--- src/rtl/hz_pkg.sv ---
package hz_pkg;

   localparam int SEL_W = 2;

   typedef enum logic [SEL_W-1:0] {
      FWD_RF  = 2'b00,
      FWD_MWB = 2'b01,
      FWD_EXM = 2'b10
   } fwd_sel_e;

endpackage

--- src/rtl/hz_match.sv ---
module hz_match #(
   parameter int REG_AW    = 5,
   parameter bit ZERO_SINK = 1'b1
) (
   input  logic [REG_AW-1:0] src,
   input  logic [REG_AW-1:0] dst,
   input  logic              wr,
   output logic              hit
);

   localparam logic [REG_AW-1:0] ZERO_REG = '0;

   logic same;
   assign same = (src == dst);

   generate
      if (ZERO_SINK) begin : g_sink
         assign hit = wr && same && (dst != ZERO_REG);
      end else begin : g_plain
         assign hit = wr && same;
      end
   endgenerate

endmodule

--- src/rtl/hz_fwd_sel.sv ---
module hz_fwd_sel
   import hz_pkg::*;
(
   input  logic     hit_exm,
   input  logic     hit_mwb,
   output fwd_sel_e sel
);

   always_comb begin
      if (hit_exm)      sel = FWD_EXM;
      else if (hit_mwb) sel = FWD_MWB;
      else              sel = FWD_RF;
   end

endmodule

--- src/rtl/hz_load_use.sv ---
module hz_load_use #(
   parameter int REG_AW    = 5,
   parameter bit ZERO_SINK = 1'b1
) (
   input  logic [REG_AW-1:0] id_src1,
   input  logic [REG_AW-1:0] id_src2,
   input  logic [REG_AW-1:0] ex_dst,
   input  logic              ex_is_load,
   output logic              hold
);

   localparam int NSRC = 2;

   logic [REG_AW-1:0] srcs [NSRC];
   logic [NSRC-1:0]   hits;

   assign srcs[0] = id_src1;
   assign srcs[1] = id_src2;

   generate
      for (genvar g = 0; g < NSRC; g++) begin : g_cmp
         hz_match #(.REG_AW(REG_AW), .ZERO_SINK(ZERO_SINK)) u_m (
            .src (srcs[g]),
            .dst (ex_dst),
            .wr  (ex_is_load),
            .hit (hits[g])
         );
      end
   endgenerate

   assign hold = |hits;

endmodule

--- src/rtl/hz_unit.sv ---
module hz_unit
   import hz_pkg::*;
#(
   parameter int REG_AW    = 5,
   parameter bit ZERO_SINK = 1'b1
) (
   input  logic [REG_AW-1:0] id_src1,
   input  logic [REG_AW-1:0] id_src2,
   input  logic [REG_AW-1:0] ex_src1,
   input  logic [REG_AW-1:0] ex_src2,
   input  logic [REG_AW-1:0] ex_dst,
   input  logic              ex_is_load,
   input  logic [REG_AW-1:0] exm_dst,
   input  logic              exm_wr,
   input  logic [REG_AW-1:0] mwb_dst,
   input  logic              mwb_wr,
   output logic [1:0]        opnd_a_sel,
   output logic [1:0]        opnd_b_sel,
   output logic              pc_wr_en,
   output logic              ifid_wr_en,
   output logic              idex_bubble
);

   localparam int NOPND = 2;

   generate
      if (REG_AW < 1 || REG_AW > 8) begin : g_bad_aw
         $error("hz_unit: REG_AW must lie in 1..8");
      end
      if (SEL_W != 2) begin : g_bad_sel
         $error("hz_unit: selector width must be 2");
      end
   endgenerate

   logic [REG_AW-1:0] opnd_src [NOPND];
   fwd_sel_e          opnd_sel [NOPND];
   logic [NOPND-1:0]  hit_exm;
   logic [NOPND-1:0]  hit_mwb;
   logic              hold;

   assign opnd_src[0] = ex_src1;
   assign opnd_src[1] = ex_src2;

   generate
      for (genvar g = 0; g < NOPND; g++) begin : g_opnd
         hz_match #(.REG_AW(REG_AW), .ZERO_SINK(ZERO_SINK)) u_exm (
            .src (opnd_src[g]),
            .dst (exm_dst),
            .wr  (exm_wr),
            .hit (hit_exm[g])
         );
         hz_match #(.REG_AW(REG_AW), .ZERO_SINK(ZERO_SINK)) u_mwb (
            .src (opnd_src[g]),
            .dst (mwb_dst),
            .wr  (mwb_wr),
            .hit (hit_mwb[g])
         );
         hz_fwd_sel u_sel (
            .hit_exm (hit_exm[g]),
            .hit_mwb (hit_mwb[g]),
            .sel     (opnd_sel[g])
         );
      end
   endgenerate

   hz_load_use #(.REG_AW(REG_AW), .ZERO_SINK(ZERO_SINK)) u_lu (
      .id_src1    (id_src1),
      .id_src2    (id_src2),
      .ex_dst     (ex_dst),
      .ex_is_load (ex_is_load),
      .hold       (hold)
   );

   assign opnd_a_sel  = opnd_sel[0];
   assign opnd_b_sel  = opnd_sel[1];
   assign pc_wr_en    = ~hold;
   assign ifid_wr_en  = ~hold;
   assign idex_bubble = hold;

endmodule

--- config.mk ---
export PLATFORM = sky130hd
export DESIGN_NAME = hz_unit
export DESIGN_NICKNAME = d
export VERILOG_FILES = /design/src/rtl/hz_pkg.sv /design/src/rtl/hz_match.sv /design/src/rtl/hz_fwd_sel.sv /design/src/rtl/hz_load_use.sv /design/src/rtl/hz_unit.sv
export SDC_FILE = /design/constraint.sdc
export NUM_CORES = 1
export LEC_CHECK = 0
export ABC_CLOCK_PERIOD_IN_PS = 1200
export BUFFER_PORTS_ARGS = -buffer_cell sky130_fd_sc_hd__buf_4
export CAP_MARGIN = 20
export CORE_AREA = 2 2 39 41
export DETAILED_ROUTE_END_ITERATION = 10
export DIE_AREA = 0 0 41 43
export PLACE_DENSITY = 0.78
export RECOVER_POWER = 100
export REMOVE_ABC_BUFFERS = 1
export SYNTH_ARGS = -nofsm -noshare
export SYNTH_HDL_FRONTEND = slang
export SYNTH_SLANG_ARGS = --single-unit
--- constraint.sdc ---
create_clock -name vclk -period 1.2
set_input_delay 0.12 -clock vclk [all_inputs]
set_output_delay 0.12 -clock vclk [all_outputs]
set_load 0.02 [all_outputs]
Yosys cells after proc, flatten, opt, wreduce, memory -nomap -nowiden
Cells that the tools add are included.

storage, ports and cells
  logic and storage cells = 27
  register bits = 0
  input port bits = 38
  output and inout bits = 7

operators by class
  bitwise operators = 1
  reduce and logical (&&, ||, !) cells = 16
  equal/unequal tests = 6
  mux-type cells = 4

operator list
  operator            number
  5-bit == test       6
  5-bit nonzero test  3
  1-bit logical AND   12
  2-bit 2-to-1 mux    2
  1-bit 2-to-1 mux    2
  2-bit OR reduction  1
  1-bit inverter      1

Longest topological paths before layout
Gate-level depths: netlist of the first run.

  word-level depth = 5
  gate-level depth with buffers = 5
  gate-level depth less buffers = 4

By module
From an unflattened synthesis of the first run, not the netlist that was laid out.

second synthesis, totals
  cell total of the unflattened synthesis = 67
  area total of the unflattened synthesis = 480.5 um2

modules (own cells, without submodules)
  module       cells each  sequential area each (um2)  area each (um2)  times used
  hz_match     10          0.0                         70.1             6
  hz_fwd_sel   2           0.0                         21.3             2
  hz_unit      2           0.0                         11.3             1
  hz_load_use  1           0.0                         6.3              1

Least setup slack after synthesis of the first run
No wires, ideal clock.

  kind = input to output
  start = in exm_dst[1]
  end = out opnd_a_sel[0]
  buffers on the path = 0
  stages = 4
  path slack = -0.302 ns
  data arrival time = 1.382 ns
  required time = 1.080 ns
  path through = or4_1 -> o21ai_2 -> nor4_1 -> nor4_2

on the way
  cells in the longest elaborated chain, start to end = 4
  elaborated cells between the ends (all ways) = 5
  those cells by class = eq/ne: 1; mux: 1; reduce/logical: 3

ends and longest elaborated chain
  what                     line              text
  from (decl)              hz_unit.sv:13     input logic [REG_AW-1:0] exm_dst,
  5-bit == test            hz_match.sv:14    assign same = (src == dst);
  1-bit logical AND        hz_match.sv:18    assign hit = wr && same && (dst != ZERO_REG);
  1-bit logical AND (*)    hz_match.sv:18
  net g_opnd[0].u_exm.hit  hz_match.sv:8     output logic hit
  2-bit 2-to-1 mux (*)     hz_fwd_sel.sv:10  if (hit_exm) sel = FWD_EXM;
  to (decl)                hz_unit.sv:17     output logic [1:0] opnd_a_sel,

Mark *: on every way through the listed nets, which the timed path passes. The rest lies on a longest branch.

Worst setup path in the final report of the first run
  start = in ex_src1[4]
  end = out opnd_a_sel[0]

on the way
  cells in the longest elaborated chain, start to end = 5
  elaborated cells between the ends (all ways) = 8
  those cells by class = eq/ne: 2; mux: 2; reduce/logical: 4

ends and longest elaborated chain
  what                            line              text
  from (decl)                     hz_unit.sv:9      input logic [REG_AW-1:0] ex_src1,
  5-bit == test                   hz_match.sv:14
  1-bit logical AND (2 in a row)  hz_match.sv:18
  1-bit 2-to-1 mux                hz_fwd_sel.sv:11  else if (hit_mwb) sel = FWD_MWB;
  2-bit 2-to-1 mux (*)            hz_fwd_sel.sv:10

Every way passes the cells marked *; elsewhere a longest branch is shown, timed or not.

==> results of run 1 <==
final cells by class:
cell class	count	area [um2]
tap	16	20.0
timing repair buffer	62	522
fill	89	302
multi-input combinational	50	541
worst min path at each step:
| stage | start | endpoint | slack, ns |
|---|---|---|---|
| floorplan | ex_is_load | idex_bubble | 0.40 |
| global placement | ex_is_load | idex_bubble | 0.58 |
| detailed placement | ex_is_load | idex_bubble | 0.58 |
| CTS | ex_is_load | idex_bubble | 0.58 |
| global route | ex_is_load | idex_bubble | 0.60 |
| finish | ex_is_load | idex_bubble | 0.59 |
where the power goes:
| group | switching [uW] | leakage [uW] | total (uW) | internal, uW |
|---|---|---|---|---|
| clock network | 0 | 0 | 0 | 0 |
| logic | 163 | 0.000496 | 392 | 229 |
| registers | 0 | 0 | 0 | 0 |
| total | 163 | 0.000496 | 392 | 229 |
routing by layer:
layer  vias up  GRT usage, %
li1        307             -
met4         0          2.00
met1       292          20.3
met3         6          2.09
met2        45          42.5
met5         -             0
per-stage QoR:
| stage | instance area (um2) | power (uW) | setup WS, ns |
|---|---|---|---|
| 2_1_floorplan | 403 | 107 | -0.388 |
| 3_3_place_gp | 873 | 287 | -0.371 |
| 3_5_place_dp | 873 | 295 | -0.377 |
| 4_1_cts | 985 | 338 | -0.288 |
| 5_1_grt | 1080 | 418 | -0.342 |
| 6_report | 1080 | 392 | -0.272 |
what timing repair did:
action / in CTS / in global routing
endpoints found under the setup margin: 7 / 7
buffers inserted: 2 / 0
gates resized for setup: 20 / 15
pin swaps: 15 / 11
critical path: cells and delay by family:
family	cells	cell delay [ns]
AND/OR/NAND/NOR	2	0.82
buffers and inverters	2	0.27
XOR/XNOR	1	0.15
cells in the final DEF (no fill, tap or decap):
cell type  count
xnor2_4        1
o22ai_2        1
xor2_1        14
nand3_2        2
o211a_1        1
xnor2_1        9
o21ai_1        1
xnor2_2        6
nand3_1        2
or4_4          3
o211ai_1       1
or4_1          2
o21ai_4        1
buf_4         47
buf_6         15
nor4_2         1
nor4_4         3
nand2_1        2
synth_stat cells:
master | count | area (um2)
xor2_1 | 14 | 123
or4_1 | 5 | 37.5
nand2_1 | 2 | 7.51
nand3_1 | 4 | 20.0
o211a_1 | 1 | 10.0
buf_4 | 3 | 22.5
o211ai_1 | 1 | 7.51
o21ai_1 | 1 | 5.00
nor4_1 | 2 | 12.5
o21ai_2 | 1 | 8.76
nor4_2 | 2 | 25.0
xnor2_1 | 16 | 140
o22ai_1 | 1 | 6.26
logic make-up after synthesis:
| logic type | Yosys count | synth area share [%] |
|---|---|---|
| AO/OA/AOI/OAI | 5 | 8.82 |
| XOR/XNOR | 30 | 61.8 |
| buffers and inverters | 3 | 5.29 |
| AND/OR/NAND/NOR | 15 | 24.1 |
==> summary.txt, run 1 <==
Status
  – Status: finished, violations left
  – Failing checks: negative setup slack

Global route
  – Initial antenna violation count: 0
  – GRT Resource Usage Total: 20.7%
  – Final global-route overflow total: 0
  – Vias in the first global route: 656
  – Largest net degree at the start of global routing: 5
  – First-pass GRT wire length: 2.58 mm

Timing
  – # setup viols final: 7
  – Crit share post-route: 123%
  – Worst slew pin tran: approximately 0.31 ns
  – RSZ-0062 raised after global routing: true
  – TNS Setup: -1.30 ns
  – Hold Worst Slack: 0.589 ns
  – Final WS setup: -0.272 ns
  – Achievable frequency: 679 MHz
  – Relative slew slack: between 70 and 80%
  – Hold Fails Final Rpt: 0
  – Fin crit period: 1.47 ns
  – Slew Limit Fails: 0

Layout
  – FFs & Latches: 0
  – Register Area: 0 um2
  – Final nets: about 150
  – Layout cells sized above 1: 71.4%
  – Number of diodes: 0
  – Layout-stage area growth over the synthesis result: 154%
  – Final Util: 78.2%
  – Count of clock buffers in the final design: 0
  – Fin cells: 128

Critical path
  – Startpoint types: primary input
  – CP arrival: between 1 and 1.5 ns
  – CP endpoint kind: output pin
  – Crit path kind: primary input to output pin
  – Critical path's largest stage delay: about 0.55 ns
  – Critical path peak fanout: 2
  – Worst setup path startpoint: ex_src1[4]
  – CP Cell Sequence: buf_6 > xor2_1 > or4_4 > nor4_4 > buf_4
  – CP max stage cell: or4_4
  – CP endpoint: opnd_a_sel[0]
  – CP Data Required Time: 1.08 ns

Min path
  – Worst hold path depth: 3
  – Worst min path class: primary input to output pin

Drt
  – DRT Wirelength: 1.93 mm
  – Met2 routed WL: 1.12 mm
  – Initial DRC Count: 6
  – Routed length per instance: 15.0 um
  – DRC Markers: 0
  – Antenna violation net count after detailed routing: 0
  – Metal3 WL: roughly 170 um
  – Vias per cell: just over 5
  – Vias: 650
  – Top Metal Used: met4
  – First-pass DRT Iterations: 5
  – DRT met1 WL: 579 um

Floorplanning
  – Die Y-Extent: 43 um
  – Die Wd: a little over 40 um
  – Starting density of the core: a little under a third
  – I/O pins: 45
  – Cell Rows: 14
  – Die area: 1760 um2
  – Core box area: 1380 um2

CTS
  – # hold bufs at CTS: 0

Placement
  – Hpwl dp: approximately 1.4 mm
  – Final GP Congestion: 0.678
  – I/O Buffers: 45
  – Placed insts: 126

Synthesis
  – Sequential element share of the synthesized area: 0%
  – Mapped Area: roughly 430 um2
  – Synthesized instance count: 53
  – Ys Warns: 0
  – Synth cell types: 13
  – Avg Synthesized Cell Area: 8.03 um2

Pwr
  – Maximum VDD drop: between 0.0002 and 0.00025 V
  – Leakage power: 0.000496 uW
  – P per Cell Area: 362 nW/um2

Flow run
  – Max-cap violations: 0
No activity file was read; power rests on OpenSTA's default activity.
==> run 2: changes to the inputs <==
- CAP_MARGIN: 20 -> unset
- CELL_PAD_IN_SITES_DETAIL_PLACEMENT: unset -> 1
- CELL_PAD_IN_SITES_GLOBAL_PLACEMENT: unset -> 1
- CORE_AREA: 2 2 39 41 -> unset
- CORE_UTILIZATION: unset -> 22
- DIE_AREA: 0 0 41 43 -> unset
- PLACE_DENSITY: 0.78 -> unset
- PLACE_DENSITY_LB_ADDON: unset -> 0.1
- SYNTH_HIERARCHICAL: unset -> 1
==> run 2 against run 1 <==
The flow still finishes with violations (negative setup slack). Critical path depth rose by 2. Wire length shrank 6.7%. Fmax grew 14%. Flip-flop and latch count did not move. Die area is 35% higher. Largest cell class unchanged. Highest routed layer is now met3.
==> summary.txt, run 2 <==
Global route
  – Final global-route overflow total: 0 (unchanged)
  – Vias in the first global route: 674 (+2.7%)
  – Initial antenna violation count: 0 (unchanged)
  – GRT Resource Usage Total: 15.4% (-5.3 points)
  – Largest net degree at the start of global routing: 5 (unchanged)
  – First-pass GRT wire length: 2.95 mm (+14%)

Layout
  – Register Area: 0 um2 (unchanged)
  – FFs & Latches: 0 (unchanged)
  – Layout cells sized above 1: 59.6% (-12 points)
  – Final nets: 154 (+1.3%)
  – Final Util: 54.6% (-24 points)
  – Count of clock buffers in the final design: 0 (unchanged)
  – Layout-stage area growth over the synthesis result: 128%
  – Commonest cells after routing, fill and taps aside: buf_4, buf_6, xor2_1
  – Fin cells: 141 (+10%)
  – Most common cell after layout, fill and taps aside: buf_4
  – Number of diodes: 0 (unchanged)

Drt
  – Initial DRC Count: 3 (-3)
  – First-pass DRT Iterations: 3 (-2)
  – DRT Wirelength: 1.80 mm (-6.7%)
  – Vias: 622 (-4.3%)
  – DRC Markers: 0 (unchanged)
  – Vias per cell: 4.41 (-13%)
  – Antenna violation net count after detailed routing: 0 (unchanged)
  – Routed length per instance: 12.7 um (-15%)

Synthesis
  – Synth cell count leaders: xor2_1, or2_1
  – Most common cell in the netlist: xor2_1
  – Ys Warns: 6 (+6)
  – Avg Synthesized Cell Area: 7.17 um2 (-11%)
  – Sequential element share of the synthesized area: 0% (unchanged)
  – Synthesized instance count: 67 (+26%)
  – Yosys top cell area share: 32.8% (-0.13 points)
  – Synth cell types: 11 (-2)
  – Synth area leader: xor2_1
  – Top post-synthesis cells by area: xor2_1, and4_1, xnor2_1, or2_1, nor4_1
  – Mapped Area: 480 um2 (+13%)

Floorplanning
  – Core box area: 2000 um2 (+45%)
  – I/O pins: 45 (unchanged)
  – Die Wd: 48.7 um (+19%)
  – Cell Rows: 16 (+2)
  – Die area: 2370 um2 (+35%)
  – Starting density of the core: 24.0% (-6.7 points)
  – Die Y-Extent: 48.7 um (+13%)

Status
  – Failing checks: negative setup slack
  – Status: finished, violations left

Pwr
  – Maximum VDD drop: 0.000171 V (-24%)
  – P per Cell Area: 313 nW/um2 (-14%)
  – Leakage power: 0.000458 uW (-7.6%)

Timing
  – Final WS setup: -0.0866 ns (+0.186 ns)
  – Fin crit period: 1.29 ns (-0.186 ns)
  – Crit share post-route: 107% (-15 points)
  – Achievable frequency: 777 MHz (+14%)
  – RSZ-0062 raised after global routing: true
  – Hold Fails Final Rpt: 0 (unchanged)
  – Slew Limit Fails: 0 (unchanged)
  – Relative slew slack: 86.2% (+7.0 points)
  – # setup viols final: 3 (-4)
  – Worst slew pin tran: 0.205 ns (-0.105 ns)

Critical path
  – CP endpoint kind: output pin
  – Crit path kind: primary input to output pin
  – Startpoint types: primary input
  – CP Data Required Time: 1.08 ns (about the same)
  – Critical path peak fanout: 2 (unchanged)
  – CP arrival: 1.17 ns (-0.18 ns)

Flow run
  – Max-cap violations: 0 (unchanged)

Placement
  – Final GP Congestion: 0.707 (+4.2%)
  – I/O Buffers: 45 (unchanged)
  – Place WS: -0.196 ns (+0.181 ns)
  – Placed insts: 141 (+12%)
  – Hpwl dp: 1.50 mm (+9.7%)

Min path
  – Worst min path class: primary input to output pin
==> run 2: kinds of logic (layout without fill, tap and decap cells) <==
family / after synthesis / in the layout / synth area share (%)
xor gates and xnor gates: 24 / 24 / 43.7
and+or+nand+nor: 33 / 33 / 44.5
AOI/OAI and AO/OA: 6 / 6 / 6.25
buffers and inverters: 4 / 51 / 5.47
==> run 2: worst paths after layout <==
path                            end  slack (ns)  cells after the start        from
worst min-delay path  opnd_b_sel[1]        0.71                      3      exm_wr
worst max-delay path     ifid_wr_en       -0.09                      7  id_src1[3]
==> run 2: cell type report <==
cell class / count / area [um2]
fillers: 247 / 908
inverters: 1 / 3.75
well taps: 27 / 33.8
multi-input cells: 63 / 602
repair buffers: 50 / 454
==> run 2: through the flow <==
step	hold slack, ns	TNS [ns]	power [uW]	area, um2
after global routing	0.738	-0.473	370	1090
final	0.713	-0.227	342	1090
after detailed placement	0.693	-0.777	265	867
after floorplan	0.463	-0.261	92.2	458
after global placement	0.689	-0.937	260	867
after CTS	0.741	-0.253	311	1000
==> run 2: metal layers <==
| metal | global-route usage (%) | part of all wire (%) |
|---|---|---|
| met5 | 0 | 0 |
| met4 | 0 | 0 |
| met3 | 0.314 | 3.8 |
| met2 | 28.2 | 52 |
| met1 | 21.1 | 44 |
==> run 2: report_power, final <==
group	internal [uW]	leakage, uW	switching (uW)
sequential	0	0	0
combinational	193	0.000458	149
clock	0	0	0
==> run 2: timing repair <==
item | CTS | global route
setup buffers | 0 | 0
gates resized for setup | 28 | 25
hold endpoints to repair | 0 | 0
hold buffers | 0 | 0
endpoints found under the setup margin | 7 | 7
pin swaps | 17 | 13
==> run 2: worst max-delay path: stages <==
cell and delay (ns):
buf_8 0.10, nor4_4 0.27, o21ai_1 0.08, and4_1 0.16, or2_1 0.24, inv_2 0.08
buf_6 0.11
==> run 3: changes to the inputs <==
- TNS_END_PERCENT: unset -> 50
==> run 3 against run 2 <==
The run still ends with negative setup slack left. Fmax up 0.12%. Via count up 0.80%. Setup slack better by 0.0016 ns. Critical endpoint unchanged. Die area unchanged. Flip-flop and latch count unchanged.
==> summary.txt, run 3 (synthesis results as in run 2) <==
Placement
  – I/O Buffers: 45 (unchanged)
  – Hpwl dp: 1.50 mm (unchanged)
  – Placed insts: 141 (unchanged)
  – Final GP Congestion: 0.707 (unchanged)
  – Place WS: -0.196 ns (unchanged)

Critical path
  – CP endpoint kind: output pin
  – Delay-heaviest family, CP: simple AND/OR/NAND/NOR gates
  – CP Cell Sequence: buf_8 > nor4_4 > o21ai_1 > and4_1 > or2_1 > inv_2 > buf_6
  – Critical path peak fanout: 2 (unchanged)
  – CP arrival: 1.16 ns (about the same)
  – Crit path kind: primary input to output pin
  – Buf+Inv Stages, Crit Path: 3 (unchanged)
  – CP max stage cell: nor4_4
  – Startpoint types: primary input
  – Critical path's largest stage delay: 0.27 ns (about the same)
  – CP Data Required Time: 1.08 ns (about the same)

Floorplanning
  – Starting density of the core: 24.0% (unchanged)
  – Cell Rows: 16 (unchanged)
  – I/O pins: 45 (unchanged)
  – Die area: 2370 um2 (unchanged)
  – Die Y-Extent: 48.7 um (unchanged)
  – Core box area: 2000 um2 (unchanged)
  – Die Wd: 48.7 um (unchanged)

Layout
  – Fin cells: 141 (unchanged)
  – Multi-input gate area: 569 um2 (-5.4%)
  – Filler cells: 259 (+4.9%)
  – Most common cell after layout, fill and taps aside: buf_4
  – Final nets: 154 (unchanged)
  – Commonest cells after routing, fill and taps aside: buf_4, xor2_1, buf_6
  – Number of diodes: 0 (unchanged)
  – FFs & Latches: 0 (unchanged)
  – Layout cells sized above 1: 57.9% (-1.8 points)
  – Layout-stage area growth over the synthesis result: 113%
  – Register Area: 0 um2 (unchanged)
  – Count of clock buffers in the final design: 0 (unchanged)

Status
  – Status: finished, violations left
  – Failing checks: negative setup slack

Timing
  – Relative slew slack: 85.4% (-0.82 points)
  – Worst slew pin tran: 0.217 ns (+0.0121 ns)
  – Achievable frequency: 778 MHz (+0.12%)
  – Fin crit period: 1.28 ns (-0.00158 ns)
  – RSZ-0062 raised after global routing: true
  – TNS Setup: -0.242 ns (-0.0145 ns)
  – Hold Worst Slack: 0.713 ns (-0.000182 ns)
  – Final WS setup: -0.0850 ns (+0.00158 ns)
  – Crit share post-route: 107% (-0.13 points)
  – # setup viols final: 4 (+1)
  – Slew Limit Fails: 0 (unchanged)
  – Hold Fails Final Rpt: 0 (unchanged)

Global route
  – Vias in the first global route: 667 (-1.0%)
  – Initial antenna violation count: 0 (unchanged)
  – GRT Resource Usage Total: 15.0% (-0.34 points)
  – Largest net degree at the start of global routing: 5 (unchanged)
  – First-pass GRT wire length: 2.91 mm (-1.2%)
  – Final global-route overflow total: 0 (unchanged)

Pwr
  – P per Cell Area: 313 nW/um2 (+0.16%)
  – Maximum VDD drop: 0.000152 V (-11%)
  – Leakage power: 0.000440 uW (-4.0%)
  – Total Power: 321 uW (-6.3%)

Drt
  – First-pass DRT Iterations: 4 (+1)
  – Vias per cell: 4.45 (+0.80%)
  – Vias: 627 (+0.80%)
  – Initial DRC Count: 4 (+1)
  – DRT Wirelength: 1.80 mm (+0.17%)
  – DRC Markers: 0 (unchanged)
  – Antenna violation net count after detailed routing: 0 (unchanged)
  – Routed length per instance: 12.8 um (+0.17%)

Min path
  – Hold Path Sink: opnd_b_sel[1]
  – Worst hold path depth: 3 (unchanged)
  – Worst min path class: primary input to output pin
  – HP Start: exm_wr

Flow run
  – Max-cap violations: 0 (unchanged)

CTS
  – Post-CTS setup repair buffer count: 0 (unchanged)
run 3: cell counts in the layout (fill, tap and decap cells not counted):
No cell type changed its count.
run 3: worst max-delay path by stage:
stage          depth (start not counted)  slack (ns)       start          to
2_1_floorplan                          5       -0.13  id_src2[0]  ifid_wr_en
3_3_place_gp                           7       -0.21  id_src2[0]  ifid_wr_en
3_5_place_dp                           7       -0.20  id_src2[0]  ifid_wr_en
4_1_cts                                7       -0.09  id_src1[3]  ifid_wr_en
5_1_grt                                7       -0.14  id_src1[3]  ifid_wr_en
6_report                               7       -0.08  id_src1[3]  ifid_wr_en
run 3: metrics by stage:
step,utilization [%],area [um2]
floorplan,-,458
finish,51.1,1020
CTS,48.3,967
detailed placement,43.3,867
global placement,43.3,867
global route,51.1,1020
run 3: layout make-up:
type / instances / share of cell area, %
multi-input cells: 63 / 55.6
repair buffers: 50 / 40.7
well taps: 27 / 3.30
inverters: 1 / 0.367
run 3: timing repair:
| item | 4_1_cts | 5_1_grt |
|---|---|---|
| resized for setup | 22 | 14 |
| pin swaps | 10 | 7 |
| endpoints found under the setup margin | 7 | 7 |
| hold endpoints to repair | 0 | 0 |
| hold buffers | 0 | 0 |
run 3: power breakdown:
group	switching, uW	leakage (uW)	internal [uW]	total, uW
combinational	142	0.000440	179	321
clock	0	0	0	0
sequential	0	0	0	0
run 3: per-layer routing:
metal  wire, um  track usage [%]  vias to the layer above
li1           -                -                      325
met1        787             20.6                      282
met2        942             27.5                       20
met3         68            0.314                        0
met4          0                0                        0
met5          0                0                        -
